<file path="src/rtl/stale_pkg.sv">
package stale_pkg;
    localparam int REG_W    = 15;
    localparam int NUM_REG  = 3;
    localparam int R1_CH    = 13;
    localparam int R2_CH    = 15;
    localparam int R3_CH    = 4;
    localparam int NUM_CH   = R1_CH + R2_CH + R3_CH;
    localparam int R2_BASE  = R1_CH;
    localparam int R3_BASE  = R1_CH + R2_CH;
    localparam int R1_FIRST = 1;
    localparam int R2_FIRST = 0;
    localparam int R3_FIRST = 1;
    localparam int R1_SUM3  = 0;
    localparam int R1_SUM2  = REG_W - 1;
    localparam int FLAT_W   = REG_W * NUM_REG;

    typedef enum logic [1:0] {
        CH_CLEAN = 2'd0,
        CH_STALE = 2'd1,
        CH_ARMED = 2'd2
    } ch_state_e;
endpackage

</file>
<file path="src/rtl/stale_chan_fsm.sv">
module stale_chan_fsm
    import stale_pkg::*;
(
    input  logic clk,
    input  logic rst_n,
    input  logic chg_i,
    input  logic start_i,
    input  logic done_i,
    input  logic abort_i,
    output logic flag_o
);
    ch_state_e state_q;
    ch_state_e state_d;

    always_ff @(posedge clk or negedge rst_n) begin
        if (!rst_n) state_q <= CH_CLEAN;
        else        state_q <= state_d;
    end

    always_comb begin
        state_d = state_q;
        if (chg_i) begin
            state_d = CH_STALE;                     // mark
        end else begin
            unique case (state_q)
                CH_CLEAN: state_d = CH_CLEAN;
                CH_STALE: if (start_i) state_d = CH_ARMED;      // arm
                CH_ARMED: begin
                    if (abort_i)     state_d = CH_STALE;         // drop
                    else if (done_i) state_d = CH_CLEAN;         // settle
                end
                default:  state_d = CH_STALE;
            endcase
        end
    end

    always_comb flag_o = (state_q != CH_CLEAN);

    assert_change_sets_R1: assert property (@(posedge clk) disable iff (!rst_n)
        chg_i |=> flag_o);
    assert_settle_clears_R2: assert property (@(posedge clk) disable iff (!rst_n)
        (state_q == CH_ARMED && done_i && !chg_i && !abort_i) |=> !flag_o);
    assert_abort_rearms_R3: assert property (@(posedge clk) disable iff (!rst_n)
        (state_q == CH_ARMED && abort_i) |=> (flag_o && state_q == CH_STALE));
    assert_no_start_holds_R4: assert property (@(posedge clk) disable iff (!rst_n)
        (state_q == CH_STALE && !start_i) |=> flag_o);
endmodule

</file>
<file path="src/rtl/stale_evt_reg.sv">
module stale_evt_reg #(
    parameter int W = 15
) (
    input  logic         clk,
    input  logic         rst_n,
    input  logic [W-1:0] cond_i,
    input  logic [W-1:0] ptr_i,
    input  logic [W-1:0] ntr_i,
    input  logic [W-1:0] en_i,
    input  logic         rd_i,
    output logic [W-1:0] ev_o,
    output logic         sum_o
);
    logic [W-1:0] cond_q;
    logic [W-1:0] set_v;

    always_comb set_v = (cond_i & ~cond_q & ptr_i) | (~cond_i & cond_q & ntr_i);

    always_ff @(posedge clk or negedge rst_n) begin
        if (!rst_n) begin
            cond_q <= '0;
            ev_o   <= '0;
        end else begin
            cond_q <= cond_i;
            ev_o   <= (rd_i ? '0 : ev_o) | set_v;
        end
    end

    always_comb sum_o = |(ev_o & en_i);

    assert_evt_needs_edge_R7: assert property (@(posedge clk) disable iff (!rst_n)
        ((ev_o & ~$past(ev_o)) & ~$past(set_v)) == '0);
    assert_evt_sticky_R7: assert property (@(posedge clk) disable iff (!rst_n)
        !rd_i |=> ((($past(ev_o)) & ~ev_o) == '0));
    assert_read_clears_R8: assert property (@(posedge clk) disable iff (!rst_n)
        (rd_i && set_v == '0) |=> ev_o == '0);
endmodule

</file>
<file path="src/rtl/stale_tracker.sv">
module stale_tracker
    import stale_pkg::*;
(
    input  logic              clk,
    input  logic              rst_n,
    input  logic [NUM_CH-1:0] chg_i,
    input  logic [NUM_CH-1:0] start_i,
    input  logic [NUM_CH-1:0] done_i,
    input  logic [NUM_CH-1:0] abort_i,
    input  logic [FLAT_W-1:0] ptr_i,
    input  logic [FLAT_W-1:0] ntr_i,
    input  logic [FLAT_W-1:0] en_i,
    input  logic [NUM_REG-1:0] rd_i,
    output logic [FLAT_W-1:0] cond_o,
    output logic [FLAT_W-1:0] evt_o,
    output logic              summary_o
);
    logic [NUM_CH-1:0]  flag;
    logic [REG_W-1:0]   cond_r1, cond_r2, cond_r3;
    logic [NUM_REG-1:0] sum_v;

    for (genvar c = 0; c < NUM_CH; c++) begin : g_chan
        stale_chan_fsm u_fsm (
            .clk     (clk),
            .rst_n   (rst_n),
            .chg_i   (chg_i[c]),
            .start_i (start_i[c]),
            .done_i  (done_i[c]),
            .abort_i (abort_i[c]),
            .flag_o  (flag[c])
        );
    end

    always_comb begin
        cond_r1 = '0;
        cond_r2 = '0;
        cond_r3 = '0;
        for (int i = 0; i < R1_CH; i++) cond_r1[R1_FIRST + i] = flag[i];
        for (int i = 0; i < R2_CH; i++) cond_r2[R2_FIRST + i] = flag[R2_BASE + i];
        for (int i = 0; i < R3_CH; i++) cond_r3[R3_FIRST + i] = flag[R3_BASE + i];
        cond_r1[R1_SUM3] = sum_v[2];
        cond_r1[R1_SUM2] = sum_v[1];
    end

    assign cond_o = {cond_r3, cond_r2, cond_r1};

    for (genvar k = 0; k < NUM_REG; k++) begin : g_reg
        stale_evt_reg #(.W(REG_W)) u_evt (
            .clk    (clk),
            .rst_n  (rst_n),
            .cond_i (cond_o[k*REG_W +: REG_W]),
            .ptr_i  (ptr_i[k*REG_W +: REG_W]),
            .ntr_i  (ntr_i[k*REG_W +: REG_W]),
            .en_i   (en_i[k*REG_W +: REG_W]),
            .rd_i   (rd_i[k]),
            .ev_o   (evt_o[k*REG_W +: REG_W]),
            .sum_o  (sum_v[k])
        );
    end

    assign summary_o = sum_v[0];

    assert_summary_has_event_R9: assert property (@(posedge clk) disable iff (!rst_n)
        summary_o |-> (|evt_o[REG_W-1:0]));
    assert_spare_bits_zero_R6: assert property (@(posedge clk) disable iff (!rst_n)
        (cond_o[2*REG_W] == 1'b0) && (cond_o[3*REG_W-1 : 2*REG_W+R3_FIRST+R3_CH] == '0));
endmodule

</file>
<file path="config.mk">
export PLATFORM = sky130hd
export DESIGN_NAME = stale_tracker
export DESIGN_NICKNAME = d
export VERILOG_FILES = /design/src/rtl/stale_pkg.sv /design/src/rtl/stale_chan_fsm.sv /design/src/rtl/stale_evt_reg.sv /design/src/rtl/stale_tracker.sv
export SDC_FILE = /design/constraint.sdc
export NUM_CORES = 1
export LEC_CHECK = 0
export BUFFER_PORTS_ARGS = -buffer_cell sky130_fd_sc_hd__buf_2
export CAP_MARGIN = 0
export CORE_AREA = 2 2 140 142
export DETAILED_ROUTE_END_ITERATION = 12
export DIE_AREA = 0 0 142 144
export GPL_TIMING_DRIVEN = 1
export PLACE_DENSITY_LB_ADDON = 0.25
export SYNTH_ARGS = -nofsm -noshare
export SYNTH_HDL_FRONTEND = slang
export SYNTH_HIERARCHICAL = 1
export SYNTH_SLANG_ARGS = --single-unit
</file>
<file path="constraint.sdc">
create_clock -name clk -period 1.7 [get_ports clk]
set_input_delay 0.34 -clock clk [delete_from_list [all_inputs] [get_ports clk]]
set_output_delay 0.34 -clock clk [all_outputs]
set_load 0.01 [all_outputs]
</file>
# After elaboration in Yosys (flattened, before gate mapping)
# Index checks and enable logic that the tools add are counted.
dict set report totals {
  regBits 143
  latchBits 0
  mem_bits_rw 0
  rom_bits 0
  out_inout_bits 91
  mem_count 0
}
dict set report op_classes {
  n_addsub 0
  multipliers 0
  div 0
  order_cmp 0
  eq_ne 128
  shift 0
  muxes 163
  bitwise 27
  reduce_logical 99
}
# operator n
set ops {}
lappend ops {{$mux W2} 128}
lappend ops {{$and A15 B15 Y15} 13}
lappend ops {{$pmux W2 S3} 32}
lappend ops {{$ne A4 B4 Y1 const B} 32}
lappend ops {{$ne A3 B3 Y1 const B} 32}
lappend ops {{$or A15 B15 Y15} 6}
lappend ops {{$eq A2 B1 Y1 const B} 32}
lappend ops {{$eq A2 B2 Y1 const B} 32}
lappend ops {{$logic_not A2 Y1} 32}
lappend ops {{$reduce_and A2 Y1} 32}
lappend ops {{$reduce_bool A2 Y1} 32}
lappend ops {{$not A15 Y15} 4}
lappend ops {{$mux W15} 3}
lappend ops {{$reduce_or A15 Y1} 3}
lappend ops {{$not A5 Y15} 2}
lappend ops {{$and A15 B5 Y15} 1}
lappend ops {{$and A5 B15 Y15} 1}

# Longest topological paths before layout
# Gate-level depths: netlist (run 1).
dict set report logic_depth {
  word_depth 7
  depth_mapped 5
}

# By module
# The synthesis (run 1) kept the hierarchy.
# module n_inst cells_per_inst area_each_um2 seq_area_each_um2
set by_module_without_submodules {}
lappend by_module_without_submodules {stale_evt_reg 3 101 1199.9 750.7}
lappend by_module_without_submodules {stale_chan_fsm 32 9 97.6 50.0}
lappend by_module_without_submodules {stale_tracker 1 12 86.3 0.0}

# Worst setup path before layout (run 1)
# No wires, ideal clock.
dict set report synth_path {
  path_kind {reg2reg}
  startpoint {register g_reg[2].u_evt.ev_o[2]}
  endpoint {register g_reg[0].u_evt.ev_o[0]}
  arrival_ns 1.362
  t_required_ns 1.613
  slack_ns 0.251
  stages_incl_launch_ff 6
  path_buffers 0
  path_cell_list {dfrtp_1 a222oi_1 and3_1 nand4_1 nand3b_1 o211ai_1}
}
dict set report synth_via {
  elab_chain_cells 7
  elab_cells_between_ends 9
}
# element line
set synth_lines {}
lappend synth_lines {{from (decl)} stale_evt_reg.sv:11} ;# output logic [W-1:0] ev_o,
lappend synth_lines {{from (signal assigned)} stale_evt_reg.sv:25} ;# ev_o <= (rd_i ? '0 : ev_o) | set_v;
lappend synth_lines {{$and A15 B15 Y15 *} stale_evt_reg.sv:29} ;# always_comb sum_o = |(ev_o & en_i);
lappend synth_lines {{$reduce_or A15 Y1 *} stale_evt_reg.sv:29}
lappend synth_lines {{net cond_o[0]} stale_tracker.sv:14} ;# output logic [FLAT_W-1:0] cond_o,
lappend synth_lines {{$not A15 Y15} stale_evt_reg.sv:17} ;# always_comb set_v = (cond_i & ~cond_q & ptr_i) | (~cond_i & cond_q & ntr_i);
lappend synth_lines {{$and A15 B15 Y15 (2 in series)} stale_evt_reg.sv:17}
lappend synth_lines {{$or A15 B15 Y15 *} stale_evt_reg.sv:17}
lappend synth_lines {{$or A15 B15 Y15 *} stale_evt_reg.sv:25}
lappend synth_lines {{to (signal assigned)} stale_evt_reg.sv:25}
lappend synth_lines {{to (decl)} stale_evt_reg.sv:11}
# Mark *: on every way through the listed nets, which the timed path passes. The rest lies on a longest branch.
# A chain may end at the register's enable or synchronous reset.

# Final worst setup path (run 1)
dict set report layout_path {
  startpoint {register g_reg[2].u_evt.ev_o[2]}
  endpoint {output cond_o[0]}
}
dict set report layout_via {
  elab_chain_cells 2
}
# element line
set layout_lines {}
lappend layout_lines {{$and A15 B15 Y15} stale_evt_reg.sv:29}
lappend layout_lines {{$reduce_or A15 Y1} stale_evt_reg.sv:29}
lappend layout_lines {{to (decl)} stale_tracker.sv:14}
# No other way between the ends.

==> metrics.txt, run 1 <==
run status=finished with violations; failing checks=negative setup slack; unrepaired setup endpoints after global routing=yes; H-tree levels=4; final setup vio count=3; Total Power=9.596 mW; Critical Path End Type=primary output; gr ovfl total=0; critical path class=reg2out; Final Skew=0.006366 ns; Synthesis Warnings=6; most common cell after layout, fill and taps aside=buf_2; post-DP HPWL=15880 microns; detailed-route wire length per cell=15.48 microns; Worst EP required=between 1 and 1.5 ns; largest net degree at the start of global routing=39; Clock Latency Late Sink=0.42 ns; vias per cell=a little under 5; layout cells sized above 1=0.3860; crit path max fanout=4; Seq/Total Area, Yosys=0.5660; Die Ht=roughly 140 microns; GP Congestion=0.8662; Starting Density=0.3569; Core Area=~19000 sq um; Clock Sinks=roughly 150; Max Fclk=between 400 and 500 MHz; fin crit share=1.264; worst hold margin=a little under 0.08 ns; Period minus WS final=around 2.1 ns; startpoint type of the worst setup path=flop; Syn Std Cell Area=6809 sq um; antenna violations before repair=2; Cell Pwr Density=991.1 nW/um^2; Final Hold Vio Count=0; Place WS=-0.1362 ns; DRT Pass-1 Iters=6; # IOs=roughly 360; most frequent cells in the layout=buf_2, dfrtp_1, nand3b_1; Nets=approximately 1300; Max Slew Vio Count=0; standard-cell rows=51; Root Driver=clkbuf_16; first-pass GRT wire length=approximately 29000 microns; synth unique cells=22; vias in the first global route=roughly 5800; maximum root-to-sink buffer count=2; GRT Util Overall=0.1867; Post-Synthesis Cells=roughly 600; setup TNS=-0.9998 ns; Die W=between 100 and 150 microns; number of synthesized register bits=154; drt initial violations=between 200 and 250; via count=6133; CTS tree=done; CP peak stage delay=~0.38 ns; clk slew on worst S/H paths=0.06 ns; Max VDD drop=between 0.6 and 0.7 mV; CP arrival=around 1.8 ns; DR DRC count=0; Final Core Density=0.5074; # fillers=approximately 1800; I/O Buffers=around 350; # Max-Cap Violations=0; Area Overhead vs Synth=42.19%; full die area=about 20000 sq um; Antenna Nets Post-Route=0; Avg Cell Area, Syn=about 11 sq um; total CTS buffers=17; final worst slack=-0.4496 ns; CP cell instances=a222oi_1, and3_1, nand4_1, buf_2; slowest cell on the critical path=dfrtp_1; Pleak=about 4.6 nW; Worst Hold Class=in2reg; routed wire length=about 20000 microns
[final cells by class]
| cell class | count | area (sq um) | share of cell area |
|---|---|---|---|
| well taps | 238 | 297.8 | 0.03076 |
| repair buffers | 367 | 1921 | 0.1984 |
| multi-input cells | 475 | 3027 | 0.3126 |
| clock buffers | 21 | 450.4 | 0.04652 |
| clock inverters | 11 | 118.9 | 0.01228 |
| inverters | 3 | 11.26 | 0.001163 |
| diodes | 1 | 2.502 | 0.0002585 |
| flip-flops and latches | 154 | 3854 | 0.3980 |
[per-layer routing]
metal / vias up / track usage / wire [microns]
met3: 17 / 0.05695 / 1414
met2: 243 / 0.3321 / 9858
met5: - / 0 / 0
met4: 0 / 0.06368 / 273
li1: 3015 / - / -
met1: 2858 / 0.2142 / 8111
[sequential cells by signal, indices dropped and copies added (netlist names)]
name / cells
g.u_evt/ev_o: 45
g_chan.u_fsm/state_q: 64
g.u_evt/cond_q: 45
[power breakdown]
group / switching (mW) / total, mW / leakage, nW / internal [mW]
Combinational: 0.779 / 1.60 / 2.52 / 0.824
Sequential: 0.288 / 4.31 / 1.80 / 4.02
Clock: 1.49 / 3.69 / 0.281 / 2.20
[per-stage QoR]
step | std cells | area [sq um]
finish | 1270 | 9682
detailed placement | 1233 | 9062
global placement | 1233 | 9062
floorplan | 646 | 6970
global route | 1270 | 9682
CTS | 1268 | 9663
[cells by family after synthesis]
logic type	after synthesis	synth area share
AO/OA/AOI/OAI	165	0.1601
buffers and inverters	17	0.01544
other	1	0.0005507
AND/OR/NAND/NOR	266	0.2580
flip-flops	154	0.5660
[worst max-delay path, delay by kind of cell (launching register included)]
family / cells / cell delay (ns)
and+or+nand+nor: 2 / 0.43
DFF: 1 / 0.38
buffers and inverters: 1 / 0.22
AOI/OAI and AO/OA: 1 / 0.37
[worst paths after layout]
path / start / to / slack (ns) / cells after the start
max: g_reg[2].u_evt/ev_o[2] / cond_o[0] / -0.45 / 4
min: chg_i[17] / g_chan[17].u_fsm/state_q[1] / 0.08 / 2
max reg2reg: g_reg[1].u_evt/ev_o[3] / g_reg[0].u_evt/ev_o[14] / 0.08 / 7
min reg2reg: g_reg[0].u_evt/cond_q[2] / g_reg[0].u_evt/ev_o[2] / 0.47 / 1
max in group asynchronous: rst_n / g_chan[6].u_fsm/state_q[0] / 0.76 / 3
min in group asynchronous: rst_n / g_chan[2].u_fsm/state_q[1] / 0.40 / 2
[repair_timing]
item,4_1_cts,5_1_grt
resized for setup,1,2
buffers inserted,2,1
endpoints found under the hold margin,31,0
hold buffers,1,0
endpoints found under the setup margin,3,5
pin swaps,0,3
[cells in the mapped netlist]
cell type,count,area share
conb_1,1,0.00055
a222oi_1,3,0.0044
or2_1,32,0.029
o21bai_1,32,0.035
dfrtp_1,154,0.57
nand2b_1,42,0.039
nand4_1,3,0.0028
o21ai_0,3,0.0022
nand2_1,48,0.026
a22o_1,3,0.0039
or4b_1,32,0.047
inv_1,3,0.0017
o211ai_1,42,0.046
a221oi_1,3,0.0039
and3_1,3,0.0028
buf_4,11,0.012
a22oi_1,12,0.013
o22a_1,3,0.0039
a21oi_1,64,0.047
nand3b_1,74,0.082
clkbuf_1,3,0.0017
nor2b_1,32,0.029
Note: power is estimated with default switching activity, not from simulation.
==> run 2: changes to the inputs <==
==> constraint.sdc (replaced) <==
create_clock -name clk -period 1.7 [get_ports clk]
set_input_delay 0.34 -clock clk [delete_from_list [all_inputs] [get_ports clk]]
set_output_delay 0.34 -clock clk [all_outputs]
set_load 0.05 [all_outputs]
==> run 2 against run 1 <==
  * The run still ends with negative setup slack left
  * Via count about the same
  * Die area unchanged
  * Clock power up 9.5%
  * Largest power group unchanged
  * Highest routed layer is now met5
==> metrics.txt, run 2 (same netlist as run 1, synthesis figures left out) <==
# fillers=1768 (was 1797); Largest regs=g_chan.u_fsm/state_q (64), g.u_evt/cond_q (45), g.u_evt/ev_o (45) (unchanged); Worst EP required=1.36 ns (about the same); GP Congestion=0.8120 (was 0.8662); # IOs=359 (unchanged); Area Overhead vs Synth=46.12% (was 42.19%); Worst R2R Setup Slack=-0.03 ns (was 0.08 ns); combinational share of power=0.228 (was 0.167); Die Ht=144 microns (unchanged); failing checks=negative setup slack (unchanged); Max Slew Vio Count=0 (unchanged); Post-Layout Cell Count=1274 (was 1270); fin crit share=1.283 (was 1.264); Placement Cell Area=9076 sq um (was 9062 sq um); Pint=7.421 mW (was 7.042 mW); first-pass GRT wire length=29420 microns (was 28930 microns); antenna violations before repair=2 (unchanged); most common cell after layout, fill and taps aside=buf_2 (unchanged); DRT Pass-1 Iters=4 (was 6); largest net degree at the start of global routing=40 (was 39); drt initial violations=171 (was 212); Final Hold Vio Count=0 (unchanged); Worst Hold Class=in2reg (unchanged); CTS tree=done (unchanged); HP Start=chg_i[24] (was chg_i[17]); cell area after layout=9950 sq um (was 9682 sq um); startpoint type of the worst setup path=flop (unchanged); Nets=1290 (was 1286); gr ovfl total=0 (unchanged); Crit Reg-Reg Endpoint=g_reg[0].u_evt/ev_o[0] (was g_reg[0].u_evt/ev_o[14]); Sequential Power Share=0.399 (was 0.449); CP arrival=1.84 ns (was 1.81 ns); Net Sw Power=3.402 mW (was 2.553 mW); Critical Path End Type=primary output (unchanged); clk slew on worst S/H paths=0.06 ns (about the same); Starting Density=0.3569 (unchanged); WHS Endpoint=g_chan[24].u_fsm/state_q[1] (was g_chan[17].u_fsm/state_q[1]); post-DP HPWL=15740 microns (was 15880 microns); DR DRC count=0 (unchanged); critical path class=reg2out (unchanged); detailed-route wire length per cell=15.41 microns (was 15.48 microns); Place WS=-0.1704 ns (was -0.1362 ns); full die area=20450 sq um (unchanged); layout cells sized above 1=0.4222 (was 0.3860); Antenna Nets Post-Route=0 (unchanged); maximum root-to-sink buffer count=2 (unchanged); Root Driver=clkbuf_16 (unchanged); Max Fclk=458.6 MHz (was 465.2 MHz); Inst Count DP=1233 (unchanged); Clock Latency Late Sink=0.41 ns (was 0.42 ns); unrepaired setup endpoints after global routing=yes (unchanged); Final Core Density=0.5215 (was 0.5074); run status=finished with violations (unchanged); Final Skew=0.006536 ns (was 0.006366 ns); standard-cell rows=51 (unchanged); worst hold path depth=2 (unchanged); vias in the first global route=5840 (was 5836); number of flip-flops in the largest register=64 (unchanged); Period minus WS final=2.181 ns (was 2.150 ns); I/O Buffers=347 (unchanged); most frequent cells in the layout=buf_2, dfrtp_1, nand3b_1 (unchanged); reg2reg path depth=6 (was 7); routed wire length=19640 microns (was 19660 microns); via count=6137 (was 6133); sw frac=0.3144 (was 0.2661); vias per cell=4.817 (was 4.829); Pleak=4.709 nW (was 4.604 nW); Die W=142 microns (unchanged); Cell Pwr Density=1088 nW/um^2 (was 991.1 nW/um^2); GRT Util Overall=0.1883 (was 0.1867); crit path max fanout=2 (was 4); final setup vio count=4 (was 3); FF-to-FF Start=g_reg[2].u_evt/ev_o[2] (was g_reg[1].u_evt/ev_o[3]); Clock power frac=0.373 (was 0.384); total CTS buffers=17 (unchanged); Clock Sinks=154 (unchanged); final worst slack=-0.4807 ns (was -0.4496 ns); Core Area=19080 sq um (unchanged); # Max-Cap Violations=0 (unchanged); Reg with most FFs=g_chan.u_fsm/state_q (unchanged); Max VDD drop=0.7004 mV (was 0.6280 mV); H-tree levels=4 (unchanged); worst hold margin=0.07819 ns (was 0.07720 ns)
## run 2: cell count changes in the layout (fill, tap and decap cells not counted), sizes merged
cell / previous run / this run
bufinv: 2 / 4
clkinv: 6 / 4
buf: 366 / 370
clkbuf: 21 / 19
clkinvlp: 1 / 3
## run 2: metrics by stage
| stage | total power, mW | TNS [ns] |
|---|---|---|
| 2_1_floorplan | 5.802 | -1.553 |
| 3_3_place_gp | 6.696 | -0.1707 |
| 3_5_place_dp | 6.723 | -0.1704 |
| 4_1_cts | 10.86 | -1.063 |
| 5_1_grt | 11.35 | -1.408 |
| 6_report | 10.82 | -1.014 |
## run 2: how the worst max path moves through the flow
stage / startpoint / endpoint / slack (ns) / depth (start not counted)
4_1_cts: g_reg[2].u_evt/ev_o[2] / cond_o[0] / -0.49 / 4
3_5_place_dp: en_i[32] / cond_o[0] / -0.17 / 5
5_1_grt: g_reg[2].u_evt/ev_o[2] / cond_o[0] / -0.59 / 4
6_report: g_reg[2].u_evt/ev_o[2] / cond_o[0] / -0.48 / 4
2_1_floorplan: g_reg[2].u_evt/ev_o[2] / g_reg[0].u_evt/ev_o[0] / -0.36 / 5
3_3_place_gp: en_i[32] / cond_o[0] / -0.16 / 5
## run 2: power by group through the flow
stage / clock network (mW) / registers (mW) / logic (mW)
after floorplan: 0 / 4.87 / 0.929
after global placement: 0 / 4.36 / 2.33
after detailed placement: 0 / 4.37 / 2.35
after CTS: 4.13 / 4.32 / 2.41
after global routing: 4.32 / 4.37 / 2.66
final: 4.04 / 4.32 / 2.47
## run 2: cell type report
class / count / area (sq um) / share of cell area
Antenna cell: 1 / 2.502 / 0.0002515
Clock buffer: 19 / 432.9 / 0.04351
Clock inverter: 13 / 193.9 / 0.01949
Inverter: 3 / 11.26 / 0.001132
Multi-Input combinational cell: 475 / 3087 / 0.3102
Sequential cell: 154 / 3867 / 0.3887
Tap cell: 238 / 297.8 / 0.02993
Timing Repair Buffer: 371 / 2057 / 0.2067
## run 2: per-layer routing
metal	track usage	share of wire	vias up
met3	0.06192	0.083	14
met1	0.2193	0.40	2874
met4	0.05684	0.011	2
met5	0	0.00056	-
met2	0.3310	0.51	240
li1	-	-	3007
## run 2: what timing repair did
| item | in CTS | in global routing |
|---|---|---|
| setup endpoints to repair | 12 | 33 |
| buffers inserted | 3 | 5 |
| resized for setup | 23 | 66 |
| endpoints found under the hold margin | 32 | 0 |
| hold buffers | 1 | 0 |
| pin swaps | 3 | 2 |
## run 2: critical path, stage by stage, from the launching register on
cell and delay, ns:
dfrtp_2 0.40, a222oi_1 0.40, and3_1 0.22, nand4_1 0.18, buf_6 0.22
